===== config.mk =====
export PLATFORM = sky130hd
export DESIGN_NAME = dma_page_addr_gen
export DESIGN_NICKNAME = d
export VERILOG_FILES = /design/src/rtl/dpag_pkg.sv /design/src/rtl/dpag_count.sv /design/src/rtl/dpag_addr_ctr.sv /design/src/rtl/dpag_map.sv /design/src/rtl/dma_page_addr_gen.sv
export SDC_FILE = /design/constraint.sdc
export NUM_CORES = 1
export LEC_CHECK = 0
export ABC_CLOCK_PERIOD_IN_PS = 3700
export BUFFER_PORTS_ARGS = -buffer_cell sky130_fd_sc_hd__buf_4
export CORE_ASPECT_RATIO = 1.2
export CORE_MARGIN = 2
export CORE_UTILIZATION = 35
export CTS_CLUSTER_SIZE = 40
export DETAILED_ROUTE_END_ITERATION = 16
export HOLD_SLACK_MARGIN = 0.03
export PLACE_DENSITY = 0.62
export SLEW_MARGIN = 10
export SYNTH_ARGS = -nofsm -noshare
export SYNTH_HDL_FRONTEND = slang
export SYNTH_SLANG_ARGS = --single-unit

===== constraint.sdc =====
create_clock -name clk -period 3.7 [get_ports clk]
set_input_delay 0.37 -clock clk [delete_from_list [all_inputs] [get_ports clk]]
set_output_delay 0.37 -clock clk [all_outputs]
set_load 0.05 [all_outputs]

===== src/rtl/dpag_pkg.sv =====
package dpag_pkg;

  // Channel mode captured at load time.
  typedef struct packed {
    logic word;      // 1: 16-bit transfer units, 128K pages
    logic autoinit;  // 1: restore programmed values at terminal count
  } dpag_cfg_t;

  localparam dpag_cfg_t DPAG_CFG_RESET = '{word: 1'b0, autoinit: 1'b0};

endpackage


===== src/rtl/dpag_count.sv =====
module dpag_count #(
  parameter int CW = 16
) (
  input  logic          clk,
  input  logic          rst_n,
  input  logic          load,
  input  logic [CW-1:0] load_val,
  input  logic          step,
  input  logic          autoinit,
  output logic [CW-1:0] cnt,
  output logic          underflow
);

  logic [CW-1:0] cnt_q;
  logic [CW-1:0] base_q;

  assign underflow = step && (cnt_q == '0);
  assign cnt       = cnt_q;

  always_ff @(posedge clk) begin
    if (!rst_n) begin
      cnt_q  <= '1;
      base_q <= '1;
    end else if (load) begin
      cnt_q  <= load_val;
      base_q <= load_val;
    end else if (step) begin
      if (underflow && autoinit) cnt_q <= base_q;
      else                       cnt_q <= cnt_q - 1'b1;
    end
  end

  // count falls by one per accepted transfer
  p_count_step_r5: assert property (@(posedge clk) disable iff (!rst_n)
    (step && !load && cnt_q != '0) |=> cnt_q == CW'($past(cnt_q) - 1'b1));

  // auto-initialise restores the programmed count
  p_count_reload_r8: assert property (@(posedge clk) disable iff (!rst_n)
    (step && !load && cnt_q == '0 && autoinit) |=> cnt_q == base_q);

endmodule


===== src/rtl/dpag_addr_ctr.sv =====
module dpag_addr_ctr #(
  parameter int AW = 16,
  parameter int PW = 8,
  parameter int HW = 8
) (
  input  logic          clk,
  input  logic          rst_n,
  input  logic          load,
  input  logic [AW-1:0] ld_addr,
  input  logic [PW-1:0] ld_page,
  input  logic          hip_we,
  input  logic [HW-1:0] hip_in,
  input  logic          step,
  input  logic          reload,
  input  logic          word,
  output logic [AW-1:0] cur,
  output logic [PW-1:0] page,
  output logic [HW-1:0] hip
);

  logic [AW-1:0] cur_q, base_addr_q;
  logic [PW-1:0] page_q, base_page_q;
  logic [HW-1:0] hip_q, base_hip_q;
  logic          ext_q;

  logic [AW-1:0] cur_inc;
  logic          addr_carry;
  logic [PW-1:0] page_inc;
  logic          page_carry;
  logic [PW-1:0] page_unit;

  assign page_unit               = word ? PW'(2) : PW'(1);
  assign {addr_carry, cur_inc}   = {1'b0, cur_q} + 1'b1;
  assign {page_carry, page_inc}  = {1'b0, page_q} + {1'b0, page_unit};

  always_ff @(posedge clk) begin
    if (!rst_n) begin
      cur_q       <= '0;
      page_q      <= '0;
      hip_q       <= '0;
      base_addr_q <= '0;
      base_page_q <= '0;
      base_hip_q  <= '0;
      ext_q       <= 1'b0;
    end else if (load) begin
      cur_q       <= ld_addr;
      page_q      <= ld_page;
      base_addr_q <= ld_addr;
      base_page_q <= ld_page;
      hip_q       <= hip_we ? hip_in : '0;
      base_hip_q  <= hip_we ? hip_in : '0;
      ext_q       <= hip_we;
    end else begin
      if (step) begin
        if (reload) begin
          cur_q  <= base_addr_q;
          page_q <= base_page_q;
          hip_q  <= base_hip_q;
        end else begin
          cur_q <= cur_inc;
          if (ext_q && addr_carry) page_q <= page_inc;
          if (ext_q && addr_carry && page_carry) hip_q <= hip_q + 1'b1;
        end
      end
      if (hip_we) begin
        hip_q      <= hip_in;
        base_hip_q <= hip_in;
        ext_q      <= 1'b1;
      end
    end
  end

  assign cur  = cur_q;
  assign page = page_q;
  assign hip  = hip_q;

  // without the high-page write the page never moves on a step
  p_page_held_r3: assert property (@(posedge clk) disable iff (!rst_n)
    (step && !ext_q && !load && !reload) |=> $stable(page_q));

  // byte channel carry out of the last page bumps the high page
  p_hip_carry_r4: assert property (@(posedge clk) disable iff (!rst_n)
    (step && ext_q && !load && !reload && !hip_we && !word &&
     cur_q == '1 && page_q == '1) |=> hip_q == HW'($past(hip_q) + 1'b1));

endmodule


===== src/rtl/dpag_map.sv =====
module dpag_map #(
  parameter int AW = 16,
  parameter int PW = 8,
  parameter int HW = 8,
  localparam int BW = HW + PW + AW
) (
  input  logic          word,
  input  logic [AW-1:0] cur,
  input  logic [PW-1:0] page,
  input  logic [HW-1:0] hip,
  input  logic [AW-1:0] cnt,
  output logic [BW-1:0] bus_addr,
  output logic [AW:0]   residue
);

  logic [AW-1:0] units_left;

  assign units_left = cnt + 1'b1;

  always_comb begin
    if (word) begin
      bus_addr = {hip, page[PW-1:1], cur, 1'b0};
      residue  = {units_left, 1'b0};
    end else begin
      bus_addr = {hip, page, cur};
      residue  = {1'b0, units_left};
    end
  end

endmodule


===== src/rtl/dma_page_addr_gen.sv =====
module dma_page_addr_gen #(
  parameter int AW = 16,
  parameter int PW = 8,
  parameter int HW = 8,
  localparam int BW = HW + PW + AW
) (
  input  logic          clk,
  input  logic          rst_n,
  input  logic          prog_load,
  input  logic [AW-1:0] prog_addr,
  input  logic [AW-1:0] prog_count,
  input  logic [PW-1:0] prog_page,
  input  logic          prog_word,
  input  logic          prog_autoinit,
  input  logic          hip_we,
  input  logic [HW-1:0] hip_data,
  input  logic          xfer_valid,
  output logic          xfer_ready,
  output logic [BW-1:0] bus_addr,
  output logic          tc_pulse,
  output logic [AW:0]   residue
);
  import dpag_pkg::*;

  dpag_cfg_t     cfg_q;
  logic          masked_q;
  logic          tc_q;
  logic          accept;
  logic          underflow;
  logic          reload;
  logic [AW-1:0] cnt;
  logic [AW-1:0] cur;
  logic [PW-1:0] page;
  logic [HW-1:0] hip;

  assign xfer_ready = !masked_q;
  assign accept     = xfer_valid && xfer_ready && !prog_load;
  assign reload     = underflow && cfg_q.autoinit;

  always_ff @(posedge clk) begin
    if (!rst_n) begin
      cfg_q    <= DPAG_CFG_RESET;
      masked_q <= 1'b1;
      tc_q     <= 1'b0;
    end else begin
      tc_q <= underflow;
      if (prog_load) begin
        cfg_q    <= '{word: prog_word, autoinit: prog_autoinit};
        masked_q <= 1'b0;
      end else if (underflow && !cfg_q.autoinit) begin
        masked_q <= 1'b1;
      end
    end
  end

  dpag_count #(.CW(AW)) u_count (
    .clk       (clk),
    .rst_n     (rst_n),
    .load      (prog_load),
    .load_val  (prog_count),
    .step      (accept),
    .autoinit  (cfg_q.autoinit),
    .cnt       (cnt),
    .underflow (underflow)
  );

  dpag_addr_ctr #(.AW(AW), .PW(PW), .HW(HW)) u_addr (
    .clk     (clk),
    .rst_n   (rst_n),
    .load    (prog_load),
    .ld_addr (prog_addr),
    .ld_page (prog_page),
    .hip_we  (hip_we),
    .hip_in  (hip_data),
    .step    (accept),
    .reload  (reload),
    .word    (cfg_q.word),
    .cur     (cur),
    .page    (page),
    .hip     (hip)
  );

  dpag_map #(.AW(AW), .PW(PW), .HW(HW)) u_map (
    .word     (cfg_q.word),
    .cur      (cur),
    .page     (page),
    .hip      (hip),
    .cnt      (cnt),
    .bus_addr (bus_addr),
    .residue  (residue)
  );

  assign tc_pulse = tc_q;

  // terminal count only follows an accepted transfer
  p_tc_after_xfer_r6: assert property (@(posedge clk) disable iff (!rst_n)
    tc_pulse |-> $past(accept));

  // a finished, non-repeating channel has nothing left
  p_residue_done_r7: assert property (@(posedge clk) disable iff (!rst_n)
    (tc_pulse && !cfg_q.autoinit) |-> residue == '0);

  // the channel is masked after a non-repeating terminal count
  p_mask_after_tc_r9: assert property (@(posedge clk) disable iff (!rst_n)
    (tc_pulse && !cfg_q.autoinit) |-> !xfer_ready);

  // only a load unmasks the channel
  p_mask_sticky_r9: assert property (@(posedge clk) disable iff (!rst_n)
    (!xfer_ready && !prog_load) |=> !xfer_ready);

endmodule


==> run summary, run 1 <==
final period utilization -> 84.7%
Via Count -> 6444
Mean Syn Cell Area -> 7.72 µm²
Pint -> 2040 µW
worst vdd ir -> 0.203 mV
met2 GRT Util -> 34.1%
GP Congestion -> 0.869
Slew Limit Fails -> 0
Power Density -> 409 mW/mm²
register bit total from synthesis -> 101
Die Width -> 126 µm
ANT cells -> 0
TritonCTS clock tree -> done
asr flop ratio synth -> 0%
# hold bufs at CTS -> 0
antenna violations before repair -> 0
# Post-CTS Setup Buffers -> 0
Flop pwr share -> 41.3%
Yosys top cell by area -> dfxtp_1
grt met3 use -> 2.59%
Final Hold Violating Endpoints -> 0
Overall Global Routing Usage -> 20.7%
Top FF cell, synth -> dfxtp_1
Core Region -> 0.0175 mm²
clock sinks -> 101
clk_lat worst skew -> 0.34 ns
HPWL after DPL -> 13600 µm
combinational share of power -> 24.1%
P_sw -> 1000 µW
Crit. End Element -> primary output
Critical Path AT -> 2.76 ns
Tmin final -> 3.13 ns
largest net degree at the start of global routing -> 61
TNS Setup -> 0 ns
relative slew slack -> 23.2%
Critical Path RT -> 3.33 ns
Max FO, Critical Path -> 15
Max-cap violations -> 0
min-delay worst type -> in -> reg
initial DRC count -> 429
run status -> complete, no violations
total global routing overflow -> 0
RSZ-0062 raised after global routing -> false
synth unique cells -> 71
Layout fillers -> 1824
Vias/cell -> 5.90
switch share -> 32.9%
main area contributors after synthesis -> dfxtp_1 32%, a21oi_1 5.4%, nand2_1 5.3%
fin nets -> 931
Setup crit start kind -> flop
vias in the first global route -> 6046
CTS resizes -> 0
Pre-antenna DRT Iters -> 5
synthesized cell area -> 0.00626 mm²
busiest metal layer after global routing -> met2
Syn Nets -> 874
CTS clk-pin slew, worst paths -> 0.07 ns
worst hold slack -> 0.255 ns
met1 usage in global routing -> 27.9%
share of cells above drive strength 1 -> 19.4%
CTS Buffer Depth -> 2
H-tree depth -> 3
final setup violation count -> 0
Leak Pwr -> 0.00300 µW
PortBufs -> 105
Antenna Nets Post-Route -> 0
share of Yosys cell area claimed by the top area cell type -> 32.3%
Clock Power Share -> 34.7%
Root Buffer -> clkbuf_16
Post-Syn Instances -> 811
CTS Buf Count -> 9
first-pass GRT wire length -> 32100 µm
Routed WL -> 20200 µm
wire length per cell -> 18.4 µm
die height -> 150 µm
Seq/Total Area, Yosys -> 32.3%
Initial Util -> 35.7%
area grow syn2layout -> 18.8%
Slew @ Worst Pin -> 1.15 ns
die footprint -> 0.0190 mm²
row count -> 53
yosys warns -> 0
I/O Pins -> 106
FMAX -> 319 MHz
worst setup path category -> reg -> out
residual DRC count -> 0
Post-synth EDFFs -> 0
Worst Skew -> 0.00650 ns
-- path summary, 6_finish.rpt --
path                        startpoint                    to  slack [ns]  depth (start not counted)
hold / removal           prog_count[9]        u_count.cnt[9]        0.25                          3
setup reg to reg              cfg_q[1]         u_addr.hip[5]        0.87                          9
hold reg to reg   u_addr.base_hip_q[4]  u_addr.base_hip_q[4]        0.46                          2
setup / recovery        u_count.cnt[3]           residue[15]        0.57                          5
-- synth_stat cells, drive strengths merged (12+ instances only) --
cell and n:
nor2 62, inv 18, nand3 30, nor3 17, and3 21, nand2 89
a211oi 19, buf 28, o211ai 15, nand4 12, a21oi 68, o21ai 59
mux2i 23, dfxtp 101, mux2 14, clkbuf 52, a31oi 20, o31ai 19
-- placed cells by master, fill, tap and decap left out, types with 4 or more instances in the layout --
master     Yosys  final
mux2i_1       23     23
o21ai_0       59     59
mux2_2        14     14
o211ai_1      14     14
a22o_1         4      4
a22oi_1        9      9
nor2b_1        4      4
o221ai_1       4      4
dfxtp_1      101    100
ha_1           7      7
a211o_1        4      4
nand3_1       30     30
a31oi_1       20     20
o31ai_1       17     17
o22ai_1        5      5
xor2_1         9      9
and3_1        21     21
o32ai_1        4      4
nand4_1       12     12
a21o_1         8      8
nor4_1         7      7
inv_1         18     18
xnor2_1        9      9
nor2_1        61     61
o31a_1         7      7
nand2_1       89     89
nor3_1        17     16
clkbuf_16      0      9
buf_4          9    126
a211oi_1      19     19
or3_1         11     11
a21oi_1       68     68
-- sequential cells by signal, summed over array words and instances (netlist names) --
register / count
cfg_q: 2
masked_q: 1
tc_pulse: 1
u_addr.base_addr_q: 16
u_addr.base_hip_q: 8
u_addr.base_page_q: 8
u_addr.cur: 16
u_addr.ext_q: 1
u_addr.hip: 8
u_addr.page: 8
u_count.base_q: 16
u_count.cnt: 16
-- power by group through the flow --
stage | Clock [µW] | Combinational, µW | Sequential, µW
floorplan | 0 | 526 | 1250
detailed placement | 0 | 730 | 1280
global route | 1110 | 787 | 1270
CTS | 1070 | 732 | 1250
global placement | 0 | 727 | 1280
finish | 1050 | 733 | 1260
-- stage by stage --
stage	cells	worst slack [ns]	total power, µW	area, µm²	utilization [%]
after global routing	1093	0.437	3170	7440	42.5
final	1093	0.566	3040	7440	42.5
after CTS	1093	0.609	3060	7440	42.5
after global placement	1077	0.962	2000	7100	40.6
after floorplan	811	0.699	1770	6260	-
after detailed placement	1077	0.910	2010	7100	40.6
-- final cells by class --
type	count	area, µm²	area share (%)
Sequential cell	101	2020	27.2
Tap cell	220	275	3.70
Clock inverter	6	95.1	1.28
Timing Repair Buffer	126	946	12.7
Inverter	20	75.1	1.01
Multi-Input combinational cell	610	3780	50.9
Clock buffer	10	239	3.21
-- cell families after synthesis --
logic type,count (synthesis),share of synthesized area (%)
AOI/OAI and AO/OA,274,29.0
and+or+nand+nor,273,20.9
DFF,101,32.3
buffers and inverters,100,7.32
muxes,37,6.20
xor gates and xnor gates,18,2.52
adders and majority gates,8,1.72
-- metal layers --
metal | up-vias | share of wire (%) | wire length (µm)
met4 | 0 | 1.9 | 386
li1 | 3100 | - | -
met1 | 3045 | 44 | 8910
met2 | 264 | 48 | 9710
met3 | 35 | 5.7 | 1150
met5 | - | 0 | 0
-- critical path: stages (launching register included) --
cell	delay [ns]
dfxtp_1	0.65
and4_1	0.43
nand4_1	0.28
or4_1	0.58
a41oi_1	0.24
buf_4	0.23
Power figures use the tool's default switching activity.
==> run 2, diff against run 1 <==
ABC_AREA = 1   (was unset)
ABC_CLOCK_PERIOD_IN_PS = 2800   (was 3700)
PLACE_DENSITY = 0.64   (was 0.62)
clock period = 2.8 ns   (was 3.7 ns; I/O delays follow)
==> run summary, run 2 <==
HPWL after DPL -> 13100 µm (-3.3%)
# Post-CTS Setup Buffers -> 0 (unchanged)
Core Region -> 0.0176 mm² (+0.38%)
H-tree depth -> 3 (unchanged)
Root Buffer -> clkbuf_16
commonest cells after routing, fill and taps aside -> 327 x nand2_1, 118 x buf_4, 102 x inv_1
Via Count -> 6426 (-0.28%)
most frequent cell on the critical path -> nand2_1
Cells after DPL -> 1280 (+19%)
largest family of logic cells by synthesized area -> simple AND/OR/NAND/NOR gates
run status -> complete, no violations
non-filler cells, final -> 1296 (+19%)
Tmin final -> 2.53 ns
final setup margin -> 0.266 ns (-0.300 ns)
Critical Path AT -> 2.25 ns (-0.51 ns)
die height -> 151 µm (+0.33%)
FMAX -> 395 MHz
register bit total from synthesis -> 101 (unchanged)
complex-gate fraction of the synthesized area -> 11.9% (-17 points)
list of most frequent post-synthesis cells -> 327 x nand2_1, 102 x inv_1, 101 x dfxtp_1
post-route cell area -> 0.00736 mm² (-0.98%)
r2r startpoint -> cfg_q[1]
Antenna Nets Post-Route -> 0 (unchanged)
Worst Skew -> 0.0115 ns (+0.00501 ns)
largest net degree at the start of global routing -> 66 (+8.2%)
area grow syn2layout -> 16.9%
Critical Path RT -> 2.52 ns (-0.81 ns)
crit path launch -> u_count.cnt[0]
antenna violations before repair -> 0 (unchanged)
PortBufs -> 105 (unchanged)
first-pass GRT wire length -> 29600 µm (-7.6%)
Pre-antenna DRT Iters -> 5 (unchanged)
met2 GRT Util -> 34.2% (+0.11 points)
reg2reg path depth -> 13 (+4)
worst setup path category -> reg -> out
Critical Path Max Stage Delay -> 0.44 ns (-0.21 ns)
CTS Buf Count -> 9 (unchanged)
clk_lat worst skew -> 0.35 ns (about the same)
share of cells above drive strength 1 -> 14.6% (-4.8 points)
synth unique cells -> 39 (-45%)
Leak Pwr -> 0.00357 µW (+19%)
TritonCTS clock tree -> done
Post-synth EDFFs -> 0 (unchanged)
fin nets -> 1134 (+22%)
CTS Buffer Depth -> 2 (unchanged)
Final Hold Violating Endpoints -> 0 (unchanged)
Post-Syn Instances -> 1002 (+24%)
Power Density -> 537 mW/mm² (+31%)
share of Yosys cell area claimed by the top area cell type -> 32.1% (-0.22 points)
final period utilization -> 90.5%
asr flop ratio synth -> 0% (unchanged)
residual DRC count -> 0 (unchanged)
Mean Syn Cell Area -> 6.29 µm² (-19%)
Seq/Total Area, Yosys -> 32.1% (-0.22 points)
RSZ-0062 raised after global routing -> false
CTS clk-pin slew, worst paths -> 0.07 ns (about the same)
final setup violation count -> 0 (unchanged)
# hold bufs at CTS -> 0 (unchanged)
post-synthesis adder-cell area fraction -> 1.71% (-0.012 points)
relative slew slack -> 50.6% (+27 points)
yosys warns -> 0 (unchanged)
I/O Pins -> 106 (unchanged)
Die Width -> 126 µm (+0.33%)
ANT cells -> 0 (unchanged)
most frequent cell after synthesis -> nand2_1
commonest non-fill, non-tap cell in the layout -> nand2_1
Max-cap violations -> 0 (unchanged)
worst vdd ir -> 0.230 mV (+13%)
Syn Nets -> 1065 (+22%)
main area contributors after synthesis -> dfxtp_1 32%, nand2_1 19%, nand3_1 7.0%
Slew Limit Fails -> 0 (unchanged)
busiest metal layer after global routing -> met2
initial DRC count -> 413 (-3.7%)
CTS resizes -> 0 (unchanged)
dpl cell area -> 0.00710 mm² (about the same)
Slew @ Worst Pin -> 0.741 ns (-0.406 ns)
met1 usage in global routing -> 23.7% (-4.3 points)
grt met3 use -> 2.58% (-0.016 points)
clock sinks -> 101 (unchanged)
Pwr Total -> 3960 µW (+30%)
Critical Path, Cell by Cell -> ha_1, nand2_1, nor3_2, nand3_1, nor2_1, xor2_1, nand2_1, o21ai_0, buf_4
synthesized cell area -> 0.00630 mm² (+0.68%)
total global routing overflow -> 0 (unchanged)
dpl ws -> 0.607 ns (-0.303 ns)
R2R setup slack -> 0.57 ns (-0.30 ns)
die footprint -> 0.0191 mm² (+0.66%)
GP Congestion -> 0.889 (+2.3%)
Initial Util -> 35.9% (+0.11 points)
Vias/cell -> 4.96 (-16%)
wire length per cell -> 14.1 µm (-24%)
Overall Global Routing Usage -> 19.0% (-1.6 points)
min-delay worst type -> in -> reg
Setup crit start kind -> flop
TNS Setup -> 0 ns (unchanged)
vias in the first global route -> 6094 (+0.79%)
Top FF cell, synth -> dfxtp_1
post-synthesis simple-gate area fraction -> 37.6% (+17 points)
Yosys top cell by area -> dfxtp_1
post-synthesis mux area share -> 0% (-6.2 points)
Max FO, Critical Path -> 5 (-10)
Synth Area in XOR/XNOR -> 4.73% (+2.2 points)
row count -> 53 (unchanged)
Critical Path End -> residue[13]
slowest CP cell -> dfxtp_1
Crit. End Element -> primary output
Reg2Reg Capture Point -> u_addr.hip[7]
Routed WL -> 18300 µm (-9.4%)
run 2: worst min-delay path by stage:
| stage | startpoint | end | cells past startpoint |
|---|---|---|---|
| 5_1_grt | prog_count[14] | u_count.base_q[14] | 3 |
| 2_1_floorplan | prog_count[0] | u_count.base_q[0] | 2 |
| 3_3_place_gp | u_count.base_q[3] | u_count.base_q[3] | 2 |
| 3_5_place_dp | u_count.base_q[4] | u_count.base_q[4] | 2 |
| 4_1_cts | prog_autoinit | cfg_q[0] | 3 |
| 6_report | prog_autoinit | cfg_q[0] | 3 |
run 2: worst max-delay path, delay by kind of cell, from the launching register on:
| kind | cells | cell delay [ns] |
|---|---|---|
| AOI/OAI and AO/OA | 1 | 0.09 |
| buffers and inverters | 1 | 0.23 |
| adders and majority gates | 1 | 0.22 |
| DFF | 1 | 0.44 |
| and+or+nand+nor | 5 | 0.72 |
| xor gates and xnor gates | 1 | 0.20 |
run 2: power by group:
group	switching [µW]	internal [µW]
clock	565	606
combinational	778	370
sequential	100	1540
total	1440	2510
run 2: through the flow:
stage | hold WS, ns | utilization [%]
2_1_floorplan | 0.411 | -
3_3_place_gp | 0.433 | 40.4
3_5_place_dp | 0.435 | 40.4
4_1_cts | 0.148 | 41.9
5_1_grt | 0.160 | 41.9
6_report | 0.153 | 41.9
run 2: kinds of logic after synthesis:
kind of cell | after synthesis
flops | 101
buf+inv | 165
simple gates | 550
xor+xnor | 34
fa+ha+maj | 8
compound gates | 144
run 2: final cells by class:
cell class	count	area, µm²
well taps	220	275
flip-flops and latches	101	2020
fillers	1866	10200
multi-input cells	736	3520
repair buffers	118	886
clock buffers	13	240
clock inverters	3	22.5
inverters	105	395
run 2: per-layer routing:
layer,vias up,routed length (µm)
met3,25,734
li1,3306,-
met1,2942,8260
met4,0,293
met2,153,8980
met5,-,0
